File: config.mk
export PLATFORM = sky130hd
export DESIGN_NAME = privseg_decoder
export DESIGN_NICKNAME = d
export VERILOG_FILES = /design/src/rtl/privseg_pkg.sv /design/src/rtl/privseg_priv_resolve.sv /design/src/rtl/privseg_seg_classify.sv /design/src/rtl/privseg_out_stage.sv /design/src/rtl/privseg_decoder.sv
export SDC_FILE = /design/constraint.sdc
export NUM_CORES = 1
export LEC_CHECK = 0
export CAP_MARGIN = 20
export CORE_MARGIN = 2
export CORE_UTILIZATION = 42
export CTS_BUF_LIST = sky130_fd_sc_hd__clkbuf_4 sky130_fd_sc_hd__clkbuf_8
export DETAILED_ROUTE_END_ITERATION = 6
export PLACE_DENSITY = 0.87
export SYNTH_ARGS = -nofsm -noshare
export SYNTH_HDL_FRONTEND = slang
export SYNTH_SLANG_ARGS = --single-unit
export TNS_END_PERCENT = 10
File: constraint.sdc
create_clock -name clk -period 1.5 [get_ports clk]
set_clock_uncertainty 0.1 [all_clocks]
set_input_delay 0.3 -clock clk [delete_from_list [all_inputs] [get_ports clk]]
set_output_delay 0.3 -clock clk [all_outputs]
set_load 0.01 [all_outputs]
File: src/rtl/privseg_pkg.sv
package privseg_pkg;

   typedef enum logic [1:0] {
      PRIV_KERNEL = 2'd0,
      PRIV_SUPER  = 2'd1,
      PRIV_USER   = 2'd2
   } priv_e;

   typedef struct packed {
      logic ld_err;
      logic st_err;
      logic direct;
      logic tlb;
      logic uncached;
   } verdict_t;

   // Segment selectors taken from the top three address bits
   localparam logic [2:0] SEG_LOW      = 3'b000;
   localparam logic [2:0] SEG_DIRECT   = 3'b100;
   localparam logic [2:0] SEG_UNCACHED = 3'b101;
   localparam logic [2:0] SEG_SUPER_HI = 3'b110;

endpackage

File: src/rtl/privseg_priv_resolve.sv
module privseg_priv_resolve
   import privseg_pkg::*;
(
   input  logic [1:0] ksu_i,
   input  logic       erl_i,
   input  logic       exl_i,
   output priv_e      priv_o
);

   always_comb begin
      case (ksu_i)
         2'b01:   priv_o = PRIV_SUPER;
         2'b10:   priv_o = PRIV_USER;
         default: priv_o = PRIV_KERNEL;   // 00 and the reserved 11
      endcase
      // exception levels force kernel privilege
      if (erl_i || exl_i) priv_o = PRIV_KERNEL;
   end

endmodule

File: src/rtl/privseg_seg_classify.sv
module privseg_seg_classify
   import privseg_pkg::*;
#(
   parameter int ADDR_W = 32
) (
   input  logic              valid_i,
   input  priv_e             priv_i,
   input  logic [ADDR_W-1:0] va_i,
   input  logic              store_i,
   output verdict_t          verdict_o,
   output logic [ADDR_W-1:0] pa_o
);

   localparam int SEL_LSB = ADDR_W - 3;
   localparam logic [ADDR_W-1:0] BASE_DIRECT   = {SEG_DIRECT,   {SEL_LSB{1'b0}}};
   localparam logic [ADDR_W-1:0] BASE_UNCACHED = {SEG_UNCACHED, {SEL_LSB{1'b0}}};

   logic [2:0] sel;
   logic       legal;
   logic       hit_direct;
   logic       hit_uncached;

   assign sel = va_i[ADDR_W-1 -: 3];

   always_comb begin
      case (priv_i)
         PRIV_KERNEL: legal = 1'b1;
         PRIV_SUPER:  legal = (sel == SEG_LOW) || (sel == SEG_SUPER_HI);
         PRIV_USER:   legal = !va_i[ADDR_W-1];
         default:     legal = 1'b0;
      endcase
      hit_direct   = (priv_i == PRIV_KERNEL) && (sel == SEG_DIRECT);
      hit_uncached = (priv_i == PRIV_KERNEL) && (sel == SEG_UNCACHED);
   end

   always_comb begin
      verdict_o = '0;
      pa_o      = '0;
      if (valid_i) begin
         if (!legal) begin
            verdict_o.ld_err = !store_i;
            verdict_o.st_err = store_i;
         end else if (hit_direct) begin
            verdict_o.direct = 1'b1;
            pa_o             = va_i - BASE_DIRECT;
         end else if (hit_uncached) begin
            verdict_o.direct   = 1'b1;
            verdict_o.uncached = 1'b1;
            pa_o               = va_i - BASE_UNCACHED;
         end else begin
            verdict_o.tlb = 1'b1;
         end
      end
   end

endmodule

File: src/rtl/privseg_out_stage.sv
module privseg_out_stage
   import privseg_pkg::*;
#(
   parameter int ADDR_W  = 32,
   parameter int OUT_REG = 1
) (
   input  logic              clk,
   input  logic              rst_n,
   input  verdict_t          verdict_i,
   input  logic [ADDR_W-1:0] pa_i,
   output verdict_t          verdict_o,
   output logic [ADDR_W-1:0] pa_o
);

   generate
      if (OUT_REG == 0) begin : g_pass
         assign verdict_o = verdict_i;
         assign pa_o      = pa_i;
      end else begin : g_flop
         always_ff @(posedge clk or negedge rst_n) begin
            if (!rst_n) begin
               verdict_o <= '0;
               pa_o      <= '0;
            end else begin
               verdict_o <= verdict_i;
               pa_o      <= pa_i;
            end
         end
      end
   endgenerate

endmodule

File: src/rtl/privseg_decoder.sv
module privseg_decoder
   import privseg_pkg::*;
#(
   parameter int ADDR_W  = 32,
   parameter int OUT_REG = 1
) (
   input  logic              clk,
   input  logic              rst_n,
   input  logic              req_valid,
   input  logic [1:0]        ksu,
   input  logic              erl,
   input  logic              exl,
   input  logic [ADDR_W-1:0] vaddr,
   input  logic              is_store,
   output logic [ADDR_W-1:0] paddr,
   output logic              uncached,
   output logic              tlb_req,
   output logic              direct_done,
   output logic              ld_addr_err,
   output logic              st_addr_err
);

   generate
      if (ADDR_W < 8) begin : g_bad_width
         $error("privseg_decoder: ADDR_W must be at least 8");
      end
      if (OUT_REG != 0 && OUT_REG != 1) begin : g_bad_outreg
         $error("privseg_decoder: OUT_REG must be 0 or 1");
      end
   endgenerate

   priv_e             priv;
   verdict_t          v_raw;
   verdict_t          v_out;
   logic [ADDR_W-1:0] pa_raw;

   privseg_priv_resolve u_priv (
      .ksu_i  (ksu),
      .erl_i  (erl),
      .exl_i  (exl),
      .priv_o (priv)
   );

   privseg_seg_classify #(.ADDR_W(ADDR_W)) u_class (
      .valid_i   (req_valid),
      .priv_i    (priv),
      .va_i      (vaddr),
      .store_i   (is_store),
      .verdict_o (v_raw),
      .pa_o      (pa_raw)
   );

   privseg_out_stage #(.ADDR_W(ADDR_W), .OUT_REG(OUT_REG)) u_out (
      .clk       (clk),
      .rst_n     (rst_n),
      .verdict_i (v_raw),
      .pa_i      (pa_raw),
      .verdict_o (v_out),
      .pa_o      (paddr)
   );

   assign ld_addr_err = v_out.ld_err;
   assign st_addr_err = v_out.st_err;
   assign direct_done = v_out.direct;
   assign tlb_req     = v_out.tlb;
   assign uncached    = v_out.uncached;

endmodule

==> run_results.csv <==
group,metric,value,unit
floorplanning,std_cell_rows,20,
critical_path,crit_chain,"clkdlybuf4s15_1 > inv_2 > ha_4 > ha_4 > a21oi_4 > a211oi_4 > buf_4 > buf_16 > and2_2",
global_routing,use_met2,43.3,%
placed_design,io_buffers,76,
yosys,synth_common_cells,"dfrtp_1 (37), and2_2 (19), and2_1 (10)",
run,drv_cap,0,
yosys,avgSynthCellArea,13.5,µm²
yosys,synth_most_common_cell,"dfrtp_1",
sta,worstMarginPinSlew,0.444,ns
placed_design,place_area,0.00230,mm²
routing,drc,0,
floorplanning,io_pins,77,
placed_design,dp.cells,233,
critical_path,crit_cells,9,
global_routing,busiest_layer,"met2",
cts,cts.clk_slew.worst_paths,0.10,ns
global_routing,antenna_found_initial,0,
critical_path,critPathMostFrequentCell,"ha_4",
power_and_ir_drop,leakage,1.33,nW
power_and_ir_drop,internal_power,1.50,mW
routing,drt-initial-drc-count,38,
global_routing,grt_usage,21.7,%
finish,design_area,0.00246,mm²
yosys,netlist_instances,101,
yosys,synth_cell_types,21,
power_and_ir_drop,swShare,22.8,%
sta,slew_viol_final,0,
outcome,status,"finished clean",
cts,htreeDepth,2,
floorplanning,core,0.00308,mm²
global_routing,grt-ovfl-total,0,
critical_path,cp_slowest_cell,"clkdlybuf4s15_1",
finish,final_cells,247,
power_and_ir_drop,seqPwrFrac,53.1,%
cts,cts_tree,"done",
cts,cts.sinks,37,
placed_design,globalplace.congestion,0.679,
floorplanning,die_w,61.0,µm
critical_path,crit_arrival,1.62,ns
yosys,yosysTopAreaCell,"dfrtp_1",
floorplanning,initial_core_util,44.4,%
finish,utilization,80.0,%
sta,fin_crit,1.50,ns
routing,vias_per_cell,4.57,
sta,rsz0062_at_grt,"false",
yosys,synth_fp_nets,145,
placed_design,pre_cts_ws,-0.600,ns
power_and_ir_drop,clkPwrFrac,30.0,%
sta,fin_tns_setup,0,ns
min_path,hold_path_depth,4,
global_routing,grt_max_degree,38,
yosys,ys_seq_area_share,67.8,%
finish,fill_cells,203,
routing,drt_first_pass_iters,2,
critical_path,cp_max_fo,15,
global_routing,grt_use_met3,6.30,%
floorplanning,die_h,61.0,µm
yosys,yosys_most_used_dff,"dfrtp_1",
critical_path,slowest_delay,0.20,ns
routing,num_vias,1128,
power_and_ir_drop,p_per_area,789,mW/mm²
yosys,synth-seq-cells,37,
sta,fmax,668,MHz
critical_path,end_kind,"flip-flop",
finish,antennaDiodeCount,0,
yosys,synth_warnings,0,
power_and_ir_drop,peakVddDrop,0.000437,V
yosys,synth_edf_count,0,
placed_design,place_hpwl,2720,µm
critical_path,worstPathRequired,1.62,ns
cts,clockRootBuffer,"clkbuf_4",
sta,relSlewSlack,70.4,%
yosys,synth_area,0.00137,mm²
sta,post-route-period-util,99.8,%
critical_path,cp_top_family,"buffers and inverters",
critical_path,critical_path_class,"in -> reg",
critical_path,start_kind,"input port",
power_and_ir_drop,power_frac_comb,16.9,%
power_and_ir_drop,p_switching,444,µW
cts,cts_buffer_depth,2,
finish,fin_nets,246,
yosys,netlist.area_leader.share,67.8,%
sta,setup_slack,0.00368,ns
yosys,yosys-top-cells-area,"dfrtp_1 (68%), and2_2 (10%), and2_1 (4.6%), ha_1 (3.7%), a21oi_1 (1.8%)",
floorplanning,fp.dieArea,0.00373,mm²
routing,ant_nets,0,
global_routing,grt_pass1_wl,5520,µm
sta,hold_viol_final,0,
routing,wire_per_inst,15.1,µm
finish,layout-drive-gt1-share,29.1,%
global_routing,grt_pass1_vias,1210,
finish,area_growth,80.3,%
cts,cts_buffers,5,
min_path,hold_path_class,"in -> reg",
routing,wirelength,3730,µm
critical_path,critPathBufInv,4,
sta,finalSetupViolations,0,
global_routing,grt_use_met1,20.1,%
yosys,synthArstFlopShare,100,%
through the flow:
stage,total power [mW],hold slack (ns)
after floorplan,1.13,-0.0956
after global placement,1.35,0.246
after detailed placement,1.36,0.258
after CTS,1.95,0.393
after global routing,2.04,0.342
final,1.94,0.354
power groups by stage:
stage	registers [mW]	clock network (mW)	logic, mW
after global placement	1.05	0	0.296
after detailed placement	1.05	0	0.310
after CTS	1.03	0.598	0.322
after global routing	1.04	0.650	0.352
final	1.03	0.583	0.328
after floorplan	1.07	0	0.0619
cell usage in the layout (no fill, tap or decap), types with 2 or more instances in the layout:
cell type	Yosys	routed
nor2_1	2	2
clkdlybuf4s50_1	0	33
dlygate4sd2_1	0	38
clkbuf_8	0	2
clkbuf_4	0	5
and2_1	10	10
clkdlybuf4s15_1	0	2
ha_4	0	2
buf_4	1	17
nor3_1	2	2
inv_2	0	2
or3_1	3	3
dlymetal6s2s_1	0	2
nand2_1	4	4
and2_2	19	19
a21oi_1	5	4
dfrtp_1	37	37
state kept, by name, summed over array words and instances (netlist names):
register and flops:
u_out.pa_o 32, u_out.verdict_o 5
metal layers:
metal / share of wire (%) / up-vias
met4: 1.9 / 0
met2: 59 / 48
met1: 32 / 551
met5: 0 / -
met3: 6.8 / 6
li1: - / 523
area by class of cell:
cell class | count | area [µm²] | area share (%)
Timing Repair Buffer | 97 | 931 | 37.8
Sequential cell | 37 | 926 | 37.6
Multi-Input combinational cell | 58 | 470 | 19.1
Clock buffer | 7 | 65.1 | 2.64
Tap cell | 44 | 55.1 | 2.23
Inverter | 3 | 11.3 | 0.457
Clock inverter | 1 | 5.00 | 0.203
final timing paths:
kind                           start        endpoint  slack, ns
worst max-delay path       vaddr[29]  u_out.pa_o[11]      0.004
worst min-delay path       vaddr[30]  u_out.pa_o[30]       0.35
max in group asynchronous      rst_n   u_out.pa_o[6]       0.55
min in group asynchronous      rst_n  u_out.pa_o[25]       0.43
logic make-up (layout without fill, tap and decap cells):
group,after synthesis,after routing,synth area share (%)
XOR/XNOR,1,1,0.641
flip-flops,37,37,67.8
buffers and inverters,6,108,2.11
AND/OR/NAND/NOR,45,45,21.9
adder cells (fa/ha/maj),4,4,3.66
AO/OA/AOI/OAI,8,8,3.94
timing repair:
action / 4_1_cts / 5_1_grt
endpoints found under the hold margin: 37 / 0
pin swaps: 2 / 1
cloned: 2 / 0
resized for setup: 46 / 8
hold buffers: 1 / 0
endpoints found under the setup margin: 73 / 31
buffers inserted: 1 / 2
Power figures use the tool's default switching activity.
